--- config.mk ---
export PLATFORM = sky130hd
export DESIGN_NAME = sb_store_buffer
export DESIGN_NICKNAME = d
export VERILOG_FILES = /design/src/rtl/sb_pkg.sv /design/src/rtl/sb_lookup.sv /design/src/rtl/sb_drain_fsm.sv /design/src/rtl/sb_store_buffer.sv
export SDC_FILE = /design/constraint.sdc
export NUM_CORES = 1
export LEC_CHECK = 0
export ABC_AREA = 1
export BUFFER_PORTS_ARGS = -buffer_cell sky130_fd_sc_hd__buf_2
export CELL_PAD_IN_SITES_DETAIL_PLACEMENT = 0
export CELL_PAD_IN_SITES_GLOBAL_PLACEMENT = 2
export CORE_AREA = 3 3 255 257
export CTS_CLUSTER_DIAMETER = 80
export CTS_CLUSTER_SIZE = 16
export DETAILED_ROUTE_END_ITERATION = 12
export DIE_AREA = 0 0 258 260
export GPL_TIMING_DRIVEN = 0
export PLACE_DENSITY = 0.89
export SLEW_MARGIN = 15
export SYNTH_ARGS = -nofsm -noshare
export SYNTH_HDL_FRONTEND = slang
export SYNTH_SLANG_ARGS = --single-unit
--- constraint.sdc ---
create_clock -name clk -period 7.34 [get_ports clk]
set_clock_uncertainty 0.1 [all_clocks]
set_input_delay 0 -clock clk [delete_from_list [all_inputs] [get_ports clk]]
set_output_delay 0 -clock clk [all_outputs]
set_load 0.05 [all_outputs]
--- src/rtl/sb_pkg.sv ---
package sb_pkg;

    typedef enum logic [1:0] {
        LD_NONE  = 2'd0,
        LD_CACHE = 2'd1,
        LD_FWD   = 2'd2,
        LD_WAIT  = 2'd3
    } ld_resp_e;

    typedef enum logic {
        DR_IDLE = 1'b0,
        DR_BUSY = 1'b1
    } dr_state_e;

endpackage

--- src/rtl/sb_lookup.sv ---
module sb_lookup
    import sb_pkg::*;
#(
    parameter int DEPTH = 4,
    parameter int PW    = 2,
    parameter int WW    = 30,
    parameter int BEW   = 4,
    parameter int DW    = 32,
    parameter int SW    = 8
) (
    input  logic [PW-1:0]    head,
    input  logic [DEPTH-1:0] ent_v,
    input  logic [DEPTH-1:0] ent_ak,
    input  logic [DEPTH-1:0] ent_dk,
    input  logic [WW-1:0]    ent_word [DEPTH],
    input  logic [BEW-1:0]   ent_be   [DEPTH],
    input  logic [DW-1:0]    ent_data [DEPTH],
    input  logic [SW-1:0]    ent_seq  [DEPTH],
    input  logic             ld_valid,
    input  logic [WW-1:0]    ld_word,
    input  logic [BEW-1:0]   ld_be,
    input  logic [SW-1:0]    ld_seq,
    output ld_resp_e         resp,
    output logic [DW-1:0]    data
);

    logic          unk;
    logic          hit;
    logic [PW-1:0] hidx;
    logic [PW-1:0] pos;
    logic [DW-1:0] lane_mask;

    function automatic logic is_older(input logic [SW-1:0] st_seq);
        logic [SW-1:0] diff;
        diff = ld_seq - st_seq;
        return (diff != '0) && !diff[SW-1];
    endfunction

    // scan oldest to youngest; the last hit is the youngest older match
    always_comb begin
        unk  = 1'b0;
        hit  = 1'b0;
        hidx = '0;
        pos  = '0;
        for (int i = 0; i < DEPTH; i++) begin
            pos = head + PW'(i);
            if (ent_v[pos] && is_older(ent_seq[pos])) begin
                if (!ent_ak[pos]) begin
                    unk = 1'b1;
                end else if ((ent_word[pos] == ld_word) && |(ent_be[pos] & ld_be)) begin
                    hit  = 1'b1;
                    hidx = pos;
                end
            end
        end
    end

    always_comb begin
        for (int b = 0; b < BEW; b++) begin
            lane_mask[b*8 +: 8] = {8{ld_be[b]}};
        end
    end

    always_comb begin
        resp = LD_NONE;
        data = '0;
        if (ld_valid) begin
            if (unk) begin
                resp = LD_WAIT;
            end else if (hit) begin
                if (ent_dk[hidx] && ((ent_be[hidx] & ld_be) == ld_be)) begin
                    resp = LD_FWD;
                    data = ent_data[hidx] & lane_mask;
                end else begin
                    resp = LD_WAIT;
                end
            end else begin
                resp = LD_CACHE;
            end
        end
    end

endmodule

--- src/rtl/sb_drain_fsm.sv ---
module sb_drain_fsm
    import sb_pkg::*;
(
    input  logic clk,
    input  logic rst_n,
    input  logic head_rdy,
    input  logic next_rdy,
    input  logic wr_ready,
    output logic wr_valid,
    output logic pop
);

    dr_state_e state_q;
    dr_state_e state_d;

    always_ff @(posedge clk) begin
        if (!rst_n) begin
            state_q <= DR_IDLE;
        end else begin
            state_q <= state_d;
        end
    end

    always_comb begin
        state_d = state_q;
        unique case (state_q)
            DR_IDLE: if (head_rdy) state_d = DR_BUSY;
            DR_BUSY: if (wr_ready && !next_rdy) state_d = DR_IDLE;
            default: state_d = DR_IDLE;
        endcase
    end

    always_comb begin
        wr_valid = (state_q == DR_BUSY);
        pop      = (state_q == DR_BUSY) && wr_ready;
    end

    // an offered write is held until accepted
    p_wr_hold_r9: assert property (@(posedge clk) disable iff (!rst_n)
        (wr_valid && !wr_ready) |=> wr_valid);

    // a write is offered only for a retired head entry
    p_busy_head_r9: assert property (@(posedge clk) disable iff (!rst_n)
        wr_valid |-> head_rdy);

endmodule

--- src/rtl/sb_store_buffer.sv ---
module sb_store_buffer
    import sb_pkg::*;
#(
    parameter int DEPTH = 4,
    parameter int AW    = 32,
    parameter int DW    = 32,
    parameter int SW    = 8,
    localparam int PW   = $clog2(DEPTH),
    localparam int BEW  = DW / 8
) (
    input  logic           clk,
    input  logic           rst_n,
    input  logic           alloc_valid,
    input  logic [SW-1:0]  alloc_seq,
    output logic           alloc_ready,
    output logic [PW-1:0]  alloc_idx,
    input  logic           addr_valid,
    input  logic [PW-1:0]  addr_idx,
    input  logic [AW-1:0]  addr_in,
    input  logic [BEW-1:0] addr_be,
    input  logic           data_valid,
    input  logic [PW-1:0]  data_idx,
    input  logic [DW-1:0]  data_in,
    input  logic           retire_valid,
    input  logic           flush,
    input  logic           ld_valid,
    input  logic [AW-1:0]  ld_addr,
    input  logic [BEW-1:0] ld_be,
    input  logic [SW-1:0]  ld_seq,
    output logic [1:0]     ld_resp,
    output logic [DW-1:0]  ld_data,
    output logic           wr_valid,
    output logic [AW-1:0]  wr_addr,
    output logic [BEW-1:0] wr_be,
    output logic [DW-1:0]  wr_data,
    input  logic           wr_ready
);

    localparam int OFF = $clog2(BEW);
    localparam int WW  = AW - OFF;

    logic [PW:0]        head_q, tail_q, rp_q;
    logic [PW:0]        count;
    logic [DEPTH-1:0]   v_q, ak_q, dk_q, rt_q;
    logic [WW-1:0]      word_q [DEPTH];
    logic [BEW-1:0]     be_q   [DEPTH];
    logic [DW-1:0]      data_q [DEPTH];
    logic [SW-1:0]      seq_q  [DEPTH];
    logic [PW-1:0]      hidx, nidx, ridx;
    logic               alloc_fire, ret_ok, pop;
    logic               head_rdy, next_rdy;
    ld_resp_e           resp;

    assign count       = tail_q - head_q;
    assign hidx        = head_q[PW-1:0];
    assign nidx        = hidx + 1'b1;
    assign ridx        = rp_q[PW-1:0];
    assign alloc_ready = (count != (PW+1)'(DEPTH)) && !flush;
    assign alloc_idx   = tail_q[PW-1:0];
    assign alloc_fire  = alloc_valid && alloc_ready;
    assign ret_ok      = retire_valid && (rp_q != tail_q);
    assign head_rdy    = v_q[hidx] && rt_q[hidx];
    assign next_rdy    = v_q[nidx] && rt_q[nidx];

    // control state: pointers and per-entry flags
    always_ff @(posedge clk) begin
        if (!rst_n) begin
            head_q <= '0;
            tail_q <= '0;
            rp_q   <= '0;
            v_q    <= '0;
            ak_q   <= '0;
            dk_q   <= '0;
            rt_q   <= '0;
        end else begin
            if (pop) begin
                v_q[hidx]  <= 1'b0;
                rt_q[hidx] <= 1'b0;
                head_q     <= head_q + 1'b1;
            end
            if (ret_ok) begin
                rt_q[ridx] <= 1'b1;
                rp_q       <= rp_q + 1'b1;
            end
            if (addr_valid) ak_q[addr_idx] <= 1'b1;
            if (data_valid) dk_q[data_idx] <= 1'b1;
            if (alloc_fire) begin
                v_q[alloc_idx]  <= 1'b1;
                ak_q[alloc_idx] <= 1'b0;
                dk_q[alloc_idx] <= 1'b0;
                rt_q[alloc_idx] <= 1'b0;
                tail_q          <= tail_q + 1'b1;
            end
            if (flush) begin
                for (int i = 0; i < DEPTH; i++) begin
                    if (!(rt_q[i] || (ret_ok && (PW'(i) == ridx)))) begin
                        v_q[i] <= 1'b0;
                    end
                end
                tail_q <= rp_q + (PW+1)'(ret_ok);
            end
        end
    end

    // payload, no reset needed
    always_ff @(posedge clk) begin
        if (addr_valid) begin
            word_q[addr_idx] <= addr_in[AW-1:OFF];
            be_q[addr_idx]   <= addr_be;
        end
        if (data_valid) data_q[data_idx] <= data_in;
        if (alloc_fire) seq_q[alloc_idx] <= alloc_seq;
    end

    sb_lookup #(
        .DEPTH(DEPTH), .PW(PW), .WW(WW), .BEW(BEW), .DW(DW), .SW(SW)
    ) i_lookup (
        .head     (hidx),
        .ent_v    (v_q),
        .ent_ak   (ak_q),
        .ent_dk   (dk_q),
        .ent_word (word_q),
        .ent_be   (be_q),
        .ent_data (data_q),
        .ent_seq  (seq_q),
        .ld_valid (ld_valid),
        .ld_word  (ld_addr[AW-1:OFF]),
        .ld_be    (ld_be),
        .ld_seq   (ld_seq),
        .resp     (resp),
        .data     (ld_data)
    );

    assign ld_resp = resp;

    sb_drain_fsm i_drain (
        .clk      (clk),
        .rst_n    (rst_n),
        .head_rdy (head_rdy),
        .next_rdy (next_rdy),
        .wr_ready (wr_ready),
        .wr_valid (wr_valid),
        .pop      (pop)
    );

    assign wr_addr = {word_q[hidx], {OFF{1'b0}}};
    assign wr_be   = be_q[hidx];
    assign wr_data = data_q[hidx];

    // occupancy never exceeds the depth
    p_no_overflow_r2: assert property (@(posedge clk) disable iff (!rst_n)
        count <= (PW+1)'(DEPTH));

    // an accepted allocation without a drain grows the queue by one
    p_alloc_grow_r2: assert property (@(posedge clk) disable iff (!rst_n)
        (alloc_valid && alloc_ready && !pop) |=> (count == $past(count) + 1'b1));

    // an empty queue always sends the load to the cache
    p_empty_cache_r3: assert property (@(posedge clk) disable iff (!rst_n)
        (ld_valid && (count == '0)) |-> (ld_resp == LD_CACHE));

    // the offered write is stable while stalled
    p_wr_stable_r9: assert property (@(posedge clk) disable iff (!rst_n)
        (wr_valid && !wr_ready) |=> ($stable(wr_addr) && $stable(wr_data) && $stable(wr_be)));

    // after a flush no unretired entry remains
    p_flush_clear_r10: assert property (@(posedge clk) disable iff (!rst_n)
        flush |=> (tail_q == rp_q));

endmodule

==> results.yml <==
synthesis:
  syn_inst: 2980
  ys_async_sr_fraction: 0
  synth_top_cells_by_area: "edfxtp_1, nand2_1, nand3_1, nor2_1, inv_1"
  synth.ff_latch_count: 322
  synthDistinctLibCells: 44
  syn_area_um2: 21900
  post_synth_most_frequent_cells: "nand2_1, nand3_1, edfxtp_1"
  synth_edf_count: 296
  synthesis.area_per_instance_um2: 7.34
  synth.largest_area_cell: "edfxtp_1"
  synth.yosys.seq_area_share: 0.430
  synth_most_common_cell: "nand2_1"
  post-synth-top-area-fraction: 0.406
  synth_warnings: 0
  ys_flop_type: "edfxtp_1"
place:
  post_dp_cell_area_um2: 24400
  place_congestion: 1.01
  hpwlAfterDp_um: 78700
  port_buffers: 226
  place_worst_setup_slack_ns: -1.55
floorplan:
  core_area_um2: 63000
  fp-row-count: 92
  dieArea_um2: 67100
  die_h_um: 260
  ioPinCount: 239
  width_of_the_die_um: 258
  starting_density_of_the_core: 0.348
cells_and_area:
  fin_nets: 3520
  areaGrowthSynthToFinish_pct: 20.6
  finish.instance_area_um2: 26400
  drive_gt1_frac: 0.131
routing:
  drt-vias-per-instance: 5.50
  final_antenna_net_count: 0
  drt-pass1-iter-count: 8
  dr.first_iter.drc_count: 2396
  avgRoutedWirePerCell_um: 24.4
  vias: 23100
  routed_wirelength_um: 102000
  post-route-drc-count: 0
clocking:
  tritoncts: "done"
  clk_latency_ns: 0.60
  cts_root_buf: "clkbuf_16"
  cts_inserted_buffers: 29
  cts_max_level: 1
  clock_sinks: 322
  clock_path_buffers: 3
  clk_pin_slew_worst_paths_ns: 0.07
job:
  cap_viol_max_count: 0
grt:
  largest_net_degree_at_the_start_of_global_routing: 23
  overall_fraction_of_global_route_tracks_in_use: 0.297
  via_count_of_the_first_global_routing_pass: 22200
  wire_length_of_the_first_global_routing_pass_um: 146000
  grt-ovfl-total: 0
  antenna_found_initial: 8
worst_setup_path:
  path_max_fanout: 10
  worst_ep_arrival_time_ns: 6.85
  critical-path-top-cell-by-count: "nand2_1"
  timing_worst_setup_path_type: "reg2out"
  timing.critical_path.slowest_stage_cell: "clkbuf_1"
  cpLargestDelayFamily: "buffers and inverters"
  crit_path_end_kind: "primary output"
  startpoint_type: "flop"
  critical_path_required_ns: 7.24
  cpPeakStageDelay_ns: 0.61
  timing.reg2reg.setup_slack_ns: 3.37
  path_buf_inv: 8
sta:
  timing.final.hold_violations: 0
  max_freq_mhz: 144
  timing.final.setup_violations: 0
  final-max-slew-violation-count: 0
  min_period_over_period: 0.947
  finalWorstSetupSlack_ns: 0.387
  timing_worst_slew_pin_value_ns: 1.23
  max-slew-margin-rel: 0.180
  final_critical_path_time_including_i_o_delays_and_setup_ns: 6.95
power:
  static-leakage-power_nw: 11.7
  p_per_area_nw_per_um2: 180
  irDropWorstVdd_v: 0.000205
worst_hold_path:
  timing.hold.worst.class: "in2reg"
outcome:
  status: "complete, no violations"
-- power by group --
group	total [mW]	internal, mW	switching [mW]	leakage, nW
clock	1.56	0.799	0.759	0.455
combinational	1.04	0.306	0.738	8.31
sequential	2.15	2.10	0.0545	2.93
-- area by class of cell --
| type | count | area [um2] |
|---|---|---|
| Clock inverter | 14 | 169 |
| Fill cell | 6439 | 36600 |
| Antenna cell | 2 | 5.00 |
| Buffer | 134 | 820 |
| Inverter | 215 | 810 |
| Clock buffer | 39 | 773 |
| Multi-Input combinational cell | 2304 | 11000 |
| Sequential cell | 322 | 9410 |
| Timing Repair Buffer | 333 | 2360 |
| Tap cell | 846 | 1060 |
-- sequential cells by signal (all words and copies together) (netlist names) --
signal	count
ak_q	4
be_q	16
data_q	128
dk_q	4
head_q	3
i_drain.wr_valid	1
rp_q	3
rt_q	4
seq_q	32
tail_q	3
v_q	4
word_q	120
-- layout by cell type, fill, tap and decap left out, types with 11 or more instances in the layout --
cell type | netlist | layout
inv_1 | 211 | 211
nor2_4 | 1 | 11
a21oi_1 | 50 | 50
clkbuf_16 | 0 | 29
xor2_1 | 24 | 24
nand4_1 | 53 | 53
ha_1 | 44 | 44
nor2_1 | 220 | 210
nor3_2 | 31 | 31
nand2_1 | 1060 | 1059
o21ai_0 | 142 | 142
buf_6 | 19 | 26
buf_4 | 17 | 24
dlygate4sd3_1 | 0 | 91
dfxtp_1 | 26 | 26
o21ai_1 | 13 | 13
o22ai_1 | 33 | 33
nand3_1 | 544 | 544
edfxtp_1 | 296 | 296
buf_12 | 0 | 12
clkbuf_1 | 50 | 47
buf_2 | 42 | 254
o211ai_1 | 13 | 13
-- layer usage --
layer	share of wire	global-route usage
met1	0.39	0.361
met2	0.48	0.514
met3	0.082	0.0503
met4	0.053	0.137
met5	0.00062	0
-- per-stage QoR --
step | std cells | TNS [ns] | utilization | hold WS (ns) | total power [mW]
finish | 4209 | 0 | 0.419 | 0.0173 | 4.76
global route | 4207 | -0.0133 | 0.419 | 0.0140 | 4.95
CTS | 4210 | 0 | 0.419 | 0.00196 | 4.76
detailed placement | 4065 | -44.77 | 0.387 | 0.117 | 3.18
global placement | 4053 | -42.33 | 0.382 | 0.106 | 3.16
floorplan | 2981 | 0 | - | -0.00113 | 2.79
-- kinds of logic (layout without fill, tap and decap cells) --
group | count (synthesis) | after routing | share of synthesized area
DFF | 322 | 322 | 0.430
adders and majority gates | 48 | 48 | 0.0288
and+or+nand+nor | 1958 | 1958 | 0.390
muxes | 4 | 4 | 0.00183
other | 1 | 4 | 0.000171
buffers and inverters | 355 | 735 | 0.0728
AOI/OAI and AO/OA | 262 | 262 | 0.0644
xor gates and xnor gates | 30 | 30 | 0.0120
-- worst paths after layout --
| path | endpoint | from | cells after the start |
|---|---|---|---|
| worst min-delay path | word_q[44] | addr_in[16] | 2 |
| worst max-delay path | ld_data[7] | head_q[1] | 27 |
| worst min register to register | dk_q[1] | dk_q[1] | 2 |
| worst max register to register | seq_q[3] | head_q[1] | 13 |
-- repair_timing --
item,in CTS,in global routing
setup endpoints to repair,34,33
hold buffers,91,0
setup buffers,4,0
resized for setup,36,21
hold endpoints to repair,532,0
pin swaps,2,1
Note: power is estimated with default switching activity, not from simulation.
